===== src/rtl/can_mon_pkg.sv =====
package can_mon_pkg;
   typedef enum logic [1:0] {
      ST_IDLE = 2'd0,
      ST_TX   = 2'd1,
      ST_WAIT = 2'd2
   } mon_state_e;
endpackage


===== src/rtl/can_stuff_track.sv =====
module can_stuff_track #(
   parameter int LIMIT = 5
) (
   input  logic clk_i,
   input  logic rst_i,
   input  logic stb_i,
   input  logic zone_i,
   input  logic rx_i,
   input  logic tx_mode_i,
   input  logic abort_i,
   output logic pend_o,
   output logic last_o,
   output logic viol_o
);
   localparam int CW = $clog2(LIMIT + 1);
   localparam logic [CW-1:0] CNT_MAX = CW'(LIMIT);
   localparam logic [CW-1:0] CNT_ONE = CW'(1);

   logic [CW-1:0] cnt_q;
   logic          last_q;
   logic          pend_q;
   logic          same_c;
   logic          at_max_c;

   initial begin
      if (LIMIT < 2) $fatal(1, "LIMIT must be at least 2");
   end

   assign same_c   = (cnt_q != '0) && (rx_i == last_q);
   assign at_max_c = (cnt_q == CNT_MAX);
   assign viol_o   = stb_i && zone_i && !tx_mode_i && !pend_q && same_c && at_max_c;
   assign pend_o   = pend_q;
   assign last_o   = last_q;

   always_ff @(posedge clk_i) begin
      if (rst_i) begin
         cnt_q  <= '0;
         last_q <= 1'b1;
         pend_q <= 1'b0;
      end else begin
         if (stb_i) begin
            if (!zone_i) begin
               cnt_q  <= '0;
               pend_q <= 1'b0;
            end else if (pend_q && tx_mode_i) begin
               // the inserted bit opens a new run
               cnt_q  <= CNT_ONE;
               last_q <= rx_i;
               pend_q <= 1'b0;
            end else if (same_c) begin
               if (at_max_c) begin
                  cnt_q <= CNT_ONE;
               end else begin
                  cnt_q  <= cnt_q + CNT_ONE;
                  pend_q <= tx_mode_i && !abort_i && ((cnt_q + CNT_ONE) == CNT_MAX);
               end
            end else begin
               cnt_q  <= CNT_ONE;
               last_q <= rx_i;
               pend_q <= 1'b0;
            end
         end
         if (!tx_mode_i) pend_q <= 1'b0;
      end
   end


   cnt_range_chk: assert property (@(posedge clk_i) disable iff (rst_i)
      cnt_q <= CNT_MAX);


   pend_tx_only_chk: assert property (@(posedge clk_i) disable iff (rst_i)
      pend_q |-> $past(tx_mode_i));


   zone_clear_chk: assert property (@(posedge clk_i) disable iff (rst_i)
      (stb_i && !zone_i) |=> (cnt_q == '0) && !pend_q);
endmodule


===== src/rtl/can_gap_timer.sv =====
module can_gap_timer #(
   parameter int GAP = 6
) (
   input  logic clk_i,
   input  logic rst_i,
   input  logic stb_i,
   input  logic run_i,
   input  logic start_i,
   input  logic rx_i,
   output logic done_o
);
   localparam int GW = $clog2(GAP + 1);
   localparam logic [GW-1:0] LAST_CNT = GW'(GAP - 1);

   logic [GW-1:0] cnt_q;

   initial begin
      if (GAP < 2) $fatal(1, "GAP must be at least 2");
   end

   assign done_o = stb_i && run_i && rx_i && (cnt_q == LAST_CNT);

   always_ff @(posedge clk_i) begin
      if (rst_i || start_i) begin
         cnt_q <= '0;
      end else if (stb_i && run_i) begin
         if (!rx_i || done_o) cnt_q <= '0;
         else                 cnt_q <= cnt_q + GW'(1);
      end
   end


   gap_bound_chk: assert property (@(posedge clk_i) disable iff (rst_i)
      cnt_q <= LAST_CNT);


   gap_restart_chk: assert property (@(posedge clk_i) disable iff (rst_i)
      (stb_i && run_i && !rx_i && !start_i) |=> (cnt_q == '0));
endmodule


===== src/rtl/can_bit_cmp.sv =====
module can_bit_cmp #(
   parameter bit FLAG_DOM_LOSS = 1'b1
) (
   input  logic drive_i,
   input  logic rx_i,
   input  logic arb_i,
   input  logic stuff_bit_i,
   output logic arb_loss_o,
   output logic bit_err_o
);
   logic mism_c;
   logic overridden_c;

   assign overridden_c = drive_i && !rx_i;

   generate
      if (FLAG_DOM_LOSS) begin : g_both_ways
         assign mism_c = drive_i ^ rx_i;
      end else begin : g_rec_only
         assign mism_c = overridden_c;
      end
   endgenerate

   assign arb_loss_o = overridden_c && arb_i && !stuff_bit_i;
   assign bit_err_o  = mism_c && !arb_loss_o;
endmodule


===== src/rtl/can_tx_bit_monitor.sv =====
module can_tx_bit_monitor
   import can_mon_pkg::*;
#(
   parameter int STUFF_LIMIT   = 5,
   parameter int RETRY_GAP     = 6,
   parameter bit FLAG_DOM_LOSS = 1'b1
) (
   input  logic clk_i,
   input  logic rst_i,
   input  logic sample_stb_i,
   input  logic tx_req_i,
   input  logic tx_bit_i,
   input  logic rx_bit_i,
   input  logic arb_field_i,
   input  logic stuff_zone_i,
   output logic bus_drive_o,
   output logic stuff_req_o,
   output logic arb_lost_o,
   output logic bit_err_o,
   output logic stuff_err_o,
   output logic hold_o
);
   mon_state_e state_q, state_d;
   logic tx_mode_c;
   logic pend_c, last_c, viol_c;
   logic arb_loss_c, bit_err_c, abort_c;
   logic gap_done_c, enter_wait_c;
   logic arb_lost_q, bit_err_q, stuff_err_q;

   assign tx_mode_c   = (state_q == ST_TX) && tx_req_i;
   assign bus_drive_o = tx_mode_c ? (pend_c ? !last_c : tx_bit_i) : 1'b1;

   can_bit_cmp #(.FLAG_DOM_LOSS(FLAG_DOM_LOSS)) u_cmp (
      .drive_i     (bus_drive_o),
      .rx_i        (rx_bit_i),
      .arb_i       (arb_field_i),
      .stuff_bit_i (pend_c),
      .arb_loss_o  (arb_loss_c),
      .bit_err_o   (bit_err_c)
   );

   assign abort_c      = sample_stb_i && tx_mode_c && (arb_loss_c || bit_err_c);
   assign enter_wait_c = abort_c;

   can_stuff_track #(.LIMIT(STUFF_LIMIT)) u_stuff (
      .clk_i     (clk_i),
      .rst_i     (rst_i),
      .stb_i     (sample_stb_i),
      .zone_i    (stuff_zone_i),
      .rx_i      (rx_bit_i),
      .tx_mode_i (tx_mode_c),
      .abort_i   (abort_c),
      .pend_o    (pend_c),
      .last_o    (last_c),
      .viol_o    (viol_c)
   );

   can_gap_timer #(.GAP(RETRY_GAP)) u_gap (
      .clk_i   (clk_i),
      .rst_i   (rst_i),
      .stb_i   (sample_stb_i),
      .run_i   (state_q == ST_WAIT),
      .start_i (enter_wait_c),
      .rx_i    (rx_bit_i),
      .done_o  (gap_done_c)
   );

   always_comb begin
      state_d = state_q;
      unique case (state_q)
         ST_IDLE: if (tx_req_i) state_d = ST_TX;
         ST_TX: begin
            if (!tx_req_i)    state_d = ST_IDLE;
            else if (abort_c) state_d = ST_WAIT;
         end
         ST_WAIT: if (gap_done_c) state_d = ST_IDLE;
         default: state_d = ST_IDLE;
      endcase
   end

   always_ff @(posedge clk_i) begin
      if (rst_i) begin
         state_q     <= ST_IDLE;
         arb_lost_q  <= 1'b0;
         bit_err_q   <= 1'b0;
         stuff_err_q <= 1'b0;
      end else begin
         state_q     <= state_d;
         arb_lost_q  <= sample_stb_i && tx_mode_c && arb_loss_c;
         bit_err_q   <= sample_stb_i && tx_mode_c && bit_err_c;
         stuff_err_q <= viol_c;
      end
   end

   assign stuff_req_o = pend_c;
   assign arb_lost_o  = arb_lost_q;
   assign bit_err_o   = bit_err_q;
   assign stuff_err_o = stuff_err_q;
   assign hold_o      = (state_q == ST_WAIT);


   rst_idle_chk: assert property (@(posedge clk_i) disable iff (rst_i)
      $past(rst_i) |-> (bus_drive_o && !hold_o && !stuff_req_o));


   arb_to_hold_chk: assert property (@(posedge clk_i) disable iff (rst_i)
      arb_lost_o |-> (hold_o && !bit_err_o));


   err_from_tx_chk: assert property (@(posedge clk_i) disable iff (rst_i)
      bit_err_o |-> ($past(state_q) == ST_TX) && hold_o);


   hold_drive_chk: assert property (@(posedge clk_i) disable iff (rst_i)
      hold_o |-> bus_drive_o);


   no_stb_quiet_chk: assert property (@(posedge clk_i) disable iff (rst_i)
      !$past(sample_stb_i) |-> !(arb_lost_o || bit_err_o || stuff_err_o));


   hold_stable_chk: assert property (@(posedge clk_i) disable iff (rst_i)
      (hold_o && !sample_stb_i) |=> hold_o);
endmodule


===== config.mk =====
export PLATFORM = sky130hd
export DESIGN_NAME = can_tx_bit_monitor
export DESIGN_NICKNAME = d
export VERILOG_FILES = /design/src/rtl/can_mon_pkg.sv /design/src/rtl/can_stuff_track.sv /design/src/rtl/can_gap_timer.sv /design/src/rtl/can_bit_cmp.sv /design/src/rtl/can_tx_bit_monitor.sv
export SDC_FILE = /design/constraint.sdc
export NUM_CORES = 1
export LEC_CHECK = 0
export BUFFER_PORTS_ARGS = -buffer_cell sky130_fd_sc_hd__buf_2
export CAP_MARGIN = 20
export CORE_AREA = 2 2 39 41
export CTS_BUF_LIST = sky130_fd_sc_hd__clkbuf_4 sky130_fd_sc_hd__clkbuf_8
export DETAILED_ROUTE_END_ITERATION = 7
export DIE_AREA = 0 0 41 43
export PLACE_DENSITY_LB_ADDON = 0.3
export SLEW_MARGIN = 0
export SYNTH_ARGS = -nofsm -noshare
export SYNTH_HDL_FRONTEND = slang
export SYNTH_SLANG_ARGS = --single-unit

===== constraint.sdc =====
create_clock -name clk_i -period 2.8 [get_ports clk_i]
set_input_delay 0.7 -clock clk_i [delete_from_list [all_inputs] [get_ports clk_i]]
set_output_delay 0.7 -clock clk_i [all_outputs]
set_load 0.01 [all_outputs]

# --- Word level (Yosys, flattened, before mapping) ---
# Cells that the tools add are included.
# W data, S select, Z words.
classes:
  add_sub_neg: 2
  reduce_logical: 36
  n_eq_ne: 11
  mux: 18
  bitwise: 2
ops:
  columns: ["cell", "count"]
  rows:
  - ["$logic_and A1 B1 Y1", 21]
  - ["$mux W3", 5]
  - ["$eq A3 B3 Y1 const B", 3]
  - ["$mux W1", 8]
  - ["$mux W2", 4]
  - ["$add A3 B1 Y3 const B", 2]
  - ["$logic_not A1 Y1", 6]
  - ["$ne A2 B2 Y1 const B", 3]
  - ["$pmux W2 S3", 1]
  - ["$reduce_and A3 Y1", 2]
  - ["$ne A4 B4 Y1 const B", 1]
  - ["$logic_or A1 B1 Y1", 3]
  - ["$ne A3 B2 Y1 const B", 1]
  - ["$reduce_bool A3 Y1", 1]
  - ["$eq A2 B1 Y1 const B", 1]
  - ["$eq A2 B2 Y1 const B", 1]
  - ["$logic_not A2 Y1", 1]
  - ["$reduce_and A2 Y1", 1]
  - ["$reduce_or A2 Y1", 1]
  - ["$eq A1 B1 Y1", 1]
  - ["$not A1 Y1", 1]
  - ["$xor A1 B1 Y1", 1]
totals:
  in_bits: 8
  out_inout_bits: 6
  regBits: 13
  word_cells: 77

# --- Depth between registers and ports, before layout ---
# Gate-level depths: netlist of run 1.
logic_depth:
  depth_word: 17
  depth_mapped: 8
  mapped_depth_nobuf: 8

# --- Modules after synthesis ---
# A second synthesis of run 1 with hierarchy kept.
hier_totals:
  cells_unflattened: 77
  hier_area_um2: 695.7
by_module_without_submodules:
  columns: ["module", "area_each_um2", "seq_area_each_um2", "instances", "cells_per_inst"]
  rows:
  - ["can_stuff_track", 279.0, 100.1, 1, 33]
  - ["can_tx_bit_monitor", 202.7, 100.1, 1, 20]
  - ["can_gap_timer", 182.7, 60.1, 1, 20]
  - ["can_bit_cmp", 31.3, 0.0, 1, 4]

# --- Worst setup path after synthesis of run 1 ---
# No wires, ideal clock.
synth_timing:
  path_kind: "in2reg"
  from: "in tx_req_i"
  to: "reg u_gap.cnt_q[2]"
  path_buffers: 0
  path_stages: 8
  setup_time_ps: 122
  path_slack_ps: 589
  required_ps: 2678
  arrival_ps: 2090
  path_cell_list: "inv_1 -> nor3b_1 -> nand2_1 -> ha_1 -> or2b_2 -> nand2_1 -> a21o_1 -> a21oi_1"
synth_via:
  elab_chain_len: 10
  word_cells_on_any_way: 12
  classes_between: "mux (1); bitwise (1); reduce/logical (10)"
synth_lines:
  columns: ["element", "line_no", "text"]
  rows:
  - ["start, declared", "can_tx_bit_monitor.sv:11", "input logic tx_req_i,"]
  - ["$logic_and A1 B1 Y1 *", "can_tx_bit_monitor.sv:30", "assign tx_mode_c = (state_q == ST_TX) && tx_req_i;"]
  - ["$mux W1 *", "can_tx_bit_monitor.sv:31", "assign bus_drive_o = tx_mode_c ? (pend_c ? !last_c : tx_bit_i) : 1'b1;"]
  - ["via bus_drive_o", "can_tx_bit_monitor.sv:16", "output logic bus_drive_o,"]
  - ["$logic_and A1 B1 Y1", "can_bit_cmp.sv:14", "assign overridden_c = drive_i && !rx_i;"]
  - ["$logic_and A1 B1 Y1 (2 in a row)", "can_bit_cmp.sv:24", "assign arb_loss_o = overridden_c && arb_i && !stuff_bit_i;"]
  - ["$logic_not A1 Y1", "can_bit_cmp.sv:25", "assign bit_err_o = mism_c && !arb_loss_o;"]
  - ["$logic_and A1 B1 Y1", "can_bit_cmp.sv:25", null]
  - ["$logic_or A1 B1 Y1 *", "can_tx_bit_monitor.sv:42", "assign abort_c = sample_stb_i && tx_mode_c && (arb_loss_c || bit_err_c);"]
  - ["$logic_and A1 B1 Y1 *", "can_tx_bit_monitor.sv:42", null]
  - ["$logic_or A1 B1 Y1 *", "can_gap_timer.sv:24", "if (rst_i || start_i) begin"]
  - ["end signal, assigned", "can_gap_timer.sv:28", "else cnt_q <= cnt_q + GW'(1);"]
  - ["end, declared", "can_gap_timer.sv:15", "logic [GW-1:0] cnt_q;"]
# The timed path passes the listed nets; every way through them passes the cells marked *.
# A chain may end at the register's enable or synchronous reset.

# --- Final worst setup path of run 1 ---
layout_timing:
  from: "in tx_req_i"
  to: "out bus_drive_o"
layout_via:
  elab_chain_len: 2
layout_lines:
  columns: ["element", "line_no"]
  rows:
  - ["$logic_and A1 B1 Y1", "can_tx_bit_monitor.sv:30"]
  - ["$mux W1", "can_tx_bit_monitor.sv:31"]
  - ["end, declared", "can_tx_bit_monitor.sv:16"]
# No other way between the ends.

==> impl_metrics.csv, run 1 <==
group,metric,value,unit
status,outcome,"finished, final reports clean",
timing,setup_tns,0,ns
place,placed_area,758,sq um
cts,cts-resized-gates,0,
routing,wl,1340,um
power_and_ir_drop,ir_worst_vdd,0.234,mV
logic_synthesis,yosysSeqAreaShare,0.380,
logic_synthesis,synth_cell_types,31,
setup_path,worstPathMaxFanout,3,
timing,slew_headroom,0.783,
routing,drtAntennaViolNets,0,
die,die_y,43,um
timing,hold_viol_final,0,
logic_synthesis,syn_inst,78,
routing,vias,628,
routing,vias_per_cell,5.71,
timing,fin_crit_sh,0.735,
routing,drtPass1Iterations,4,
place,hpwl,1020,um
logic_synthesis,synth_nets,89,
routing,drc_errors,0,
logic_synthesis,ys_warn_count,0,
final_layout,nets,106,
power_and_ir_drop,p_leak,0.334,nW
cts,cts.sink_count,13,
global_route,antenna_found_initial,0,
global_route,overflow,0,
cts,cts_buffer_depth,2,
min_path,hold_path_class,"flop to flop",
timing,period_minus_slack,2.06,ns
setup_path,cp.arrival,1.36,ns
timing,fin_skew,0.00268,ns
flow_run,max_cap_violations,0,
timing,worst_pin_slew,0.318,ns
final_layout,synthToLayoutAreaGrowth,15.2,%
setup_path,crit_path_end_kind,"primary output",
routing,wl_per_cell,12.2,um
cts,cts_setup_buffers,0,
cts,clk_pin_slew,0.08,ns
global_route,grt_pass1_wl,2230,um
global_route,grt_pass1_vias,570,
cts,insertion_delay,0.28,ns
timing,slew_violations,0,
cts,cts_hold_buf,0,
cts,cts_htree_levels,1,
cts,root_buffer,"clkbuf_4",
die,dieArea,0.00176,sq mm
final_layout,drive_gt1_frac,0.266,
cts,cts_buffers,3,
power_and_ir_drop,power.density,455,mW/mm^2
setup_path,critical_path_class,"input port to primary output",
setup_path,reg2reg_slack,1.00,ns
final_layout,layout_commonest_cell,"nand2_1",
timing,setup-violations-final,0,
logic_synthesis,ys_seq_elements,13,
setup_path,required,2.10,ns
die,core_area,0.00138,sq mm
final_layout,antenna_cells,0,
timing,rsz0062_at_grt,"false",
logic_synthesis,syn_area,684,sq um
cts,cts_tree,"yes",
place,place.gp.congestion,0.703,
die,floorplan.initialDensity,0.495,
die,ios,14,
logic_synthesis,avgSynthCellArea,8.77,sq um
final_layout,layout_common_cells,"nand2_1 (14), dfxtp_1 (13), buf_2 (13)",
global_route,groute.usage.overall,0.188,
final_layout,fin_area,788,sq um
timing,max_freq,486,MHz
die,die_x,41,um
die,row_count,14,
routing,initialDrtViolationCount,8,
setup_path,start_kind,"input port",
place,portBuffers,13,
global_route,grt_max_degree,13,
layer usage:
layer	vias to the layer above	global-route usage	wire length [um]
li1	315	-	-
met1	290	0.208	599
met2	17	0.281	645
met3	6	0.0419	48
met4	0	0.160	44
met5	-	0	0
flip-flops by register name (all words and copies together) (netlist names):
register and cells:
u_gap.cnt_q 3, u_stuff.cnt_q 3, state_q 2, arb_lost_o 1
bit_err_o 1, stuff_err_o 1, u_stuff.last_o 1, u_stuff.pend_o 1
cell families after synthesis:
family,after synthesis,synth area share
buffers and inverters,6,0.0494
flip-flops,13,0.380
XOR/XNOR,1,0.0238
AND/OR/NAND/NOR,40,0.329
AO/OA/AOI/OAI,15,0.163
adder cells (fa/ha/maj),3,0.0549
final timing paths:
path | from | endpoint | cells after the start
setup / recovery | tx_req_i | bus_drive_o | 5
hold / removal | u_gap.cnt_q[1]$_SDFFE_PP0P_ | u_gap.cnt_q[1]$_SDFFE_PP0P_ | 2
setup reg to reg | state_q[0]$_SDFFE_PP0P_ | u_gap.cnt_q[0]$_SDFFE_PP0P_ | 7
hold reg to reg | u_gap.cnt_q[1]$_SDFFE_PP0P_ | u_gap.cnt_q[1]$_SDFFE_PP0P_ | 2
worst max-delay path, stage by stage:
cell and delay [ns]:
buf_2 0.10, inv_1 0.05, nor3b_1 0.23, nand2_1 0.12, buf_2 0.16
final cells by class:
class / instances / area [sq um]
inverter: 4 / 15.0
timing repair buffer: 14 / 72.6
tap: 16 / 20.0
sequential: 13 / 260
multi-input combinational: 59 / 390
clock buffer: 4 / 30.0
fill: 137 / 596
power by group:
part / switching, mW / internal [mW]
combinational: 0.0230 / 0.0173
clock: 0.0609 / 0.0650
sequential: 0.00393 / 0.189
total: 0.0879 / 0.271
cell usage after synthesis (all sizes together):
cell type  number  share of area
or3             3          0.027
dfxtp          13           0.38
o211ai          1          0.011
and4b           1          0.015
nand3b          1          0.011
inv             4          0.022
o21ai           2          0.015
and2b           2          0.024
nand2b          2          0.018
ha              3          0.055
nand2          14          0.077
nor2            3          0.016
nor4            2          0.018
a22oi           1          0.011
xnor2           1          0.024
nor3            3          0.022
nand4           3          0.027
o221a           2          0.033
or2b            1          0.013
a2111oi         2          0.035
a21o            1          0.011
nand3           2          0.015
buf             2          0.027
nand4b          2          0.035
o21bai          1          0.011
a21oi           5          0.037
nor3b           1          0.011
metrics by stage:
stage	utilization	power [mW]	cells	setup WS (ns)	hold WS [ns]
2_1_floorplan	-	0.225	78	0.589	0.442
3_3_place_gp	0.548	0.236	106	0.598	0.462
3_5_place_dp	0.548	0.237	106	0.543	0.476
4_1_cts	0.570	0.362	110	0.735	0.489
5_1_grt	0.570	0.376	110	0.547	0.519
6_report	0.570	0.359	110	0.741	0.483
Note: power is estimated with default switching activity, not from simulation.
==> inputs of run 2 (changes only) <==
--- a/config.mk
+++ b/config.mk
@@ -5,12 +5,12 @@
 export SDC_FILE = /design/constraint.sdc
 export NUM_CORES = 1
 export LEC_CHECK = 0
+export ABC_AREA = 1
 export BUFFER_PORTS_ARGS = -buffer_cell sky130_fd_sc_hd__buf_2
 export CAP_MARGIN = 20
-export CORE_AREA = 2 2 39 41
+export CORE_UTILIZATION = 50
 export CTS_BUF_LIST = sky130_fd_sc_hd__clkbuf_4 sky130_fd_sc_hd__clkbuf_8
 export DETAILED_ROUTE_END_ITERATION = 7
-export DIE_AREA = 0 0 41 43
 export PLACE_DENSITY_LB_ADDON = 0.3
 export SLEW_MARGIN = 0
 export SYNTH_ARGS = -nofsm -noshare
==> constraint.sdc (replaced) <==
create_clock -name clk_i -period 1.68 [get_ports clk_i]
set_input_delay 0.42 -clock clk_i [delete_from_list [all_inputs] [get_ports clk_i]]
set_output_delay 0.42 -clock clk_i [all_outputs]
set_load 0.01 [all_outputs]
==> impl_metrics.csv, run 2 <==
group,metric,value,unit
status,outcome,"finished, final reports clean",
final_layout,fin_area,832,sq um
setup_path,required,1.26,ns
cts,cts-resized-gates,0,
power_and_ir_drop,p_leak,0.409,nW
place,placed_area,796,sq um
logic_synthesis,ys_warn_count,0,
place,placed_cells,132,
die,core_area,0.00130,sq mm
timing,slew_headroom,0.864,
logic_synthesis,syn_inst,104,
final_layout,drive_gt1_frac,0.240,
setup_path,path_common_cell,"inv_2",
logic_synthesis,yosys.area.top_type,"dfxtp_1",
cts,cts_buffers,3,
cts,cts_buffer_depth,2,
min_path,hold_path_class,"input port to flop",
logic_synthesis,synthFlopType,"dfxtp_1",
flow_run,max_cap_violations,0,
setup_path,crit_chain,"inv_2 > nand3_1 > inv_2 > o211ai_1 > buf_2",
die,row_count,13,
final_layout,reg_top3,"u_gap.cnt_q (3), u_stuff.cnt_q (3), state_q (2)",
logic_synthesis,yosysSeqAreaShare,0.367,
cts,cts_tree,"yes",
timing,fin_ws,0.137,ns
timing,fin_crit_sh,0.918,
setup_path,critical_path_class,"flop to primary output",
global_route,grt_pass1_wl,2240,um
routing,drtPass1Iterations,4,
logic_synthesis,synth.most_common_cell,"nand2_1",
logic_synthesis,yosys-top-cells-area,"dfxtp_1 (37%), nand2_1 (14%), inv_1 (8.5%), nand3_1 (5.7%), ha_1 (5.3%)",
global_route,grt_max_degree,9,
cts,cts.sink_count,13,
die,die_y,39.6,um
final_layout,layout_common_cells,"nand2_1 (26), inv_1 (15), buf_2 (13)",
timing,hold_viol_final,0,
logic_synthesis,synth_edf_count,0,
place,hpwl,1140,um
routing,initialDrtViolationCount,15,
setup_path,cp.arrival,1.12,ns
routing,wl,1390,um
setup_path,critical_path.slowest_cell,"dfxtp_1",
place,place.gp.congestion,0.838,
logic_synthesis,async_flop_share,0,
timing,slew_violations,0,
cts,root_buffer,"clkbuf_4",
setup_path,start_kind,"flop",
die,ios,14,
power_and_ir_drop,power.density,724,mW/mm^2
timing,worst_pin_slew,0.201,ns
place,portBuffers,13,
logic_synthesis,avgSynthCellArea,6.81,sq um
final_layout,antenna_cells,0,
die,die_x,39.6,um
die,floorplan.initialDensity,0.544,
logic_synthesis,syn_area,708,sq um
setup_path,crit_path_end_kind,"primary output",
setup_path,reg2reg_slack,0.16,ns
setup_path,worstPathMaxFanout,4,
timing,setup_tns,0,ns
timing,period_minus_slack,1.54,ns
power_and_ir_drop,ir_worst_vdd,0.462,mV
final_layout,fillCellCount,126,
global_route,grt_pass1_vias,568,
routing,drtAntennaViolNets,0,
logic_synthesis,synth_cell_types,24,
logic_synthesis,synth_common_cells,"nand2_1 (26), inv_1 (16), dfxtp_1 (13)",
die,dieArea,0.00157,sq mm
cts,insertion_delay,0.27,ns
logic_synthesis,synth_top_area_frac,0.367,
cts,clk_pin_slew,0.07,ns
global_route,groute.usage.overall,0.214,
logic_synthesis,synth_nets,115,
setup_path,cp_slowest_stage_delay,0.31,ns
routing,drc_errors,0,
timing,max_freq,648,MHz
routing,wl_per_cell,10.2,um
global_route,antenna_found_initial,0,
routing,vias,676,
timing,setup-violations-final,0,
final_layout,layout_commonest_cell,"nand2_1",
cts,cts_htree_levels,1,
logic_synthesis,ys_seq_elements,13,
timing,rsz0062_at_grt,"false",
final_layout,fin_cells,136,
cts,cts_setup_buffers,0,
place,post-place-ws,-0.0193,ns
final_layout,nets,133,
cts,cts_hold_buf,0,
timing,fin_skew,0.000422,ns
global_route,overflow,0,
routing,vias_per_cell,4.97,
final_layout,synthToLayoutAreaGrowth,17.5,%
[run 2: changes by cell type in the layout (fill, tap and decap cells not counted), moves of 2 or more]
cell,change
inv_2,+2
nand2_1,+12
nand2b_1,-2
nor2_2,+2
or3_1,-3
o21ai_0,+2
nand3_1,+5
o221a_2,-2
nor2_1,+5
nand2_2,+2
inv_1,+11
[run 2: power breakdown]
part	switching, mW	internal (mW)
clock network	0.0964	0.108
registers	0.00791	0.316
logic	0.0448	0.0285
[run 2: cells by family after synthesis]
kind of cell             count (synthesis)  synth area share
AND/OR/NAND/NOR                         55             0.355
buffers and inverters                   19             0.102
AO/OA/AOI/OAI                           13             0.110
flip-flops                              13             0.367
adder cells (fa/ha/maj)                  3            0.0530
XOR/XNOR                                 1            0.0124
[run 2: metal layers]
metal | GRT usage | routed length, um | part of all wire | up-vias
met5 | 0 | 0 | 0 | -
met4 | 0.103 | 25 | 0.018 | 0
met3 | 0.0511 | 43 | 0.031 | 4
li1 | - | - | - | 366
met1 | 0.242 | 636 | 0.46 | 296
met2 | 0.369 | 684 | 0.49 | 10
[run 2: layout make-up]
| class | count | area, sq um | area share |
|---|---|---|---|
| Multi-Input combinational cell | 72 | 380 | 0.457 |
| Sequential cell | 13 | 262 | 0.314 |
| Tap cell | 15 | 18.8 | 0.0226 |
| Inverter | 18 | 68.8 | 0.0827 |
| Timing Repair Buffer | 14 | 72.6 | 0.0872 |
| Clock buffer | 4 | 30.0 | 0.0361 |
[run 2: final timing paths]
kind / from / endpoint / depth (start not counted)
setup / recovery: state_q[1]$_SDFFE_PP0P_ / bus_drive_o / 5
hold / removal: rst_i / state_q[0]$_SDFFE_PP0P_ / 2
setup reg to reg: state_q[1]$_SDFFE_PP0P_ / u_stuff.pend_o$_SDFFE_PP0P_ / 11
hold reg to reg: u_gap.cnt_q[2]$_SDFFE_PP0P_ / u_gap.cnt_q[2]$_SDFFE_PP0P_ / 2
[run 2: worst max-delay path: cells and delay by family (launching register included)]
kind                   cells  cell delay, ns
AO/OA/AOI/OAI              1            0.10
buffers and inverters      3            0.34
flip-flops                 1            0.31
AND/OR/NAND/NOR            1            0.11
[run 2: per-stage QoR]
stage	hold WS [ns]	utilization	total power, mW
after global routing	0.414	0.639	0.636
after CTS	0.412	0.635	0.605
after detailed placement	0.491	0.612	0.402
after global placement	0.474	0.612	0.400
final	0.402	0.639	0.602
after floorplan	0.464	-	0.378
==> inputs of run 3 (changes only) <==
==> constraint.sdc (replaced) <==
create_clock -name clk_i -period 1.68 [get_ports clk_i]
set_input_delay 0.336 -clock clk_i [delete_from_list [all_inputs] [get_ports clk_i]]
set_output_delay 0.336 -clock clk_i [all_outputs]
set_load 0.01 [all_outputs]
==> impl_metrics.csv, run 3 (synthesis gave the netlist of run 2 again) <==
group,metric,value,unit
die,floorplan.initialDensity,0.544,
final_layout,layout_common_cells,"nand2_1 (26), inv_1 (15), buf_2 (13)",
routing,initialDrtViolationCount,11,
setup_path,reg2reg_to,"u_stuff.pend_o$_SDFFE_PP0P_",
final_layout,synthToLayoutAreaGrowth,17.5,%
setup_path,crit_path_end_kind,"flop",
final_layout,nets,133,
min_path,min_to,"u_stuff.cnt_q[1]$_SDFFE_PP0P_",
cts,clk_pin_slew,0.08,ns
setup_path,worstPathMaxFanout,4,
power_and_ir_drop,swShare,0.259,
setup_path,cp_slowest_stage_delay,0.32,ns
routing,drc_errors,0,
min_path,hold_path_class,"input port to flop",
cts,cts_htree_levels,1,
setup_path,crit_chain,"inv_2 > nand3_1 > inv_2 > o211ai_1 > ha_1 > nand2_1 > nand2_1 > nand2_1 > nor2_1 > nor2_1 > nor2_1",
timing,rsz0062_at_grt,"false",
global_route,grt_pass1_wl,2370,um
final_layout,drive_gt1_frac,0.240,
cts,cts_hold_buf,0,
timing,max_freq,652,MHz
power_and_ir_drop,pwr-share-seq,0.531,
setup_path,critical_path_class,"flop to flop",
global_route,gr-max-usage-layer,"met2",
power_and_ir_drop,power_frac_clock,0.346,
routing,wl_per_cell,11.5,um
power_and_ir_drop,p_leak,0.409,nW
setup_path,critical_path.slowest_cell,"ha_1",
timing,fin_crit_sh,0.914,
global_route,grt_util_met3,0.0341,
global_route,grt_pass1_vias,614,
global_route,globalRouteMet1Util,0.242,
die,die_x,39.6,um
die,core_area,0.00130,sq mm
final_layout,final_util,0.639,
final_layout,fin_cells,136,
setup_path,cp.arrival,1.75,ns
die,row_count,13,
cts,insertion_delay,0.28,ns
place,portBuffers,13,
timing,fin_skew,0.00256,ns
die,dieArea,0.00157,sq mm
cts,cts.sink_count,13,
power_and_ir_drop,ir_worst_vdd,0.530,mV
timing,fin_ws,0.145,ns
min_path,min_from,"rst_i",
global_route,grt_util_met2,0.418,
timing,slew_violations,0,
setup_path,reg2reg_slack,0.15,ns
cts,root_buffer,"clkbuf_4",
routing,vias,703,
setup_path,r2r_start,"state_q[1]$_SDFFE_PP0P_",
cts,cts_tree,"yes",
die,die_y,39.6,um
routing,wl,1570,um
power_and_ir_drop,intPower,453,uW
global_route,grt_max_degree,9,
place,post-place-ws,0.0727,ns
flow_run,max_cap_violations,0,
final_layout,reg_top3,"u_gap.cnt_q (3), u_stuff.cnt_q (3), state_q (2)",
power_and_ir_drop,switching_power,158,uW
global_route,antenna_found_initial,0,
place,hpwl,1230,um
global_route,groute.usage.overall,0.229,
place,placed_cells,132,
setup_path,ff2ff_path_depth,11,
power_and_ir_drop,power.density,734,mW/mm^2
die,ios,14,
routing,drtAntennaViolNets,0,
cts,cts_setup_buffers,0,
power_and_ir_drop,p_comb_frac,0.123,
timing,slew_headroom,0.867,
final_layout,layout_commonest_cell,"nand2_1",
setup_path,start_kind,"flop",
timing,hold_viol_final,0,
cts,cts_buffers,3,
status,outcome,"finished, final reports clean",
global_route,overflow,0,
cts,cts_buffer_depth,2,
routing,vias_per_cell,5.17,
final_layout,fillCellCount,136,
timing,period_minus_slack,1.53,ns
routing,drtPass1Iterations,4,
setup_path,required,1.90,ns
timing,setup-violations-final,0,
place,place.gp.congestion,0.841,
timing,worst_pin_slew,0.197,ns
final_layout,antenna_cells,0,
min_path,whs_path_depth,2,
timing,setup_tns,0,ns
==> run 3: cell counts in the layout (fill, tap and decap cells not counted) <==
Identical to the previous run, type by type.
==> run 3: power by group through the flow <==
stage	clock [mW]	combinational [mW]	sequential, mW
6_report	0.211	0.0750	0.325
5_1_grt	0.228	0.0848	0.326
4_1_cts	0.216	0.0734	0.324
3_5_place_dp	0	0.0728	0.331
3_3_place_gp	0	0.0703	0.331
2_1_floorplan	0	0.0480	0.330
==> run 3: layout make-up <==
class	count	area, sq um	share of cell area
repair buffers	14	72.6	0.0872
flip-flops and latches	13	262	0.314
multi-input cells	72	380	0.457
clock buffers	4	30.0	0.0361
well taps	15	18.8	0.0226
inverters	18	68.8	0.0827
==> run 3: worst max path at each step <==
| stage | startpoint | endpoint | slack (ns) |
|---|---|---|---|
| after floorplan | state_q[0]$_SDFFE_PP0P_ | u_stuff.pend_o$_SDFFE_PP0P_ | 0.12 |
| after global placement | tx_req_i | u_stuff.pend_o$_SDFFE_PP0P_ | 0.12 |
| after detailed placement | tx_req_i | u_stuff.pend_o$_SDFFE_PP0P_ | 0.07 |
| after CTS | state_q[0]$_SDFFE_PP0P_ | u_stuff.pend_o$_SDFFE_PP0P_ | 0.06 |
| after global routing | state_q[1]$_SDFFE_PP0P_ | u_stuff.pend_o$_SDFFE_PP0P_ | 0.005 |
| final | state_q[1]$_SDFFE_PP0P_ | u_stuff.pend_o$_SDFFE_PP0P_ | 0.15 |
==> run 3: stage by stage <==
stage | hold WS (ns) | cell area [sq um] | power (mW)
finish | 0.329 | 832 | 0.611
global placement | 0.475 | 796 | 0.401
detailed placement | 0.489 | 796 | 0.404
global route | 0.334 | 832 | 0.639
floorplan | 0.464 | 708 | 0.378
CTS | 0.323 | 826 | 0.614
==> run 3: critical path: cells and delay by family, from the launching register on <==
kind	cells	cell delay, ns
AND/OR/NAND/NOR	7	0.57
buffers and inverters	2	0.18
flip-flops	1	0.31
adder cells (fa/ha/maj)	1	0.32
AO/OA/AOI/OAI	1	0.10
==> run 3: metal layers <==
layer  wire length (um)  share of wire
met5                  0              0
met4                 27          0.017
met3                 22          0.014
met2                863           0.55
met1                657           0.42
==> run 3: repair_timing <==
item / CTS / global route
resized for setup: 0 / 3
endpoints found under the hold margin: 0 / 0
setup endpoints to repair: 0 / 4
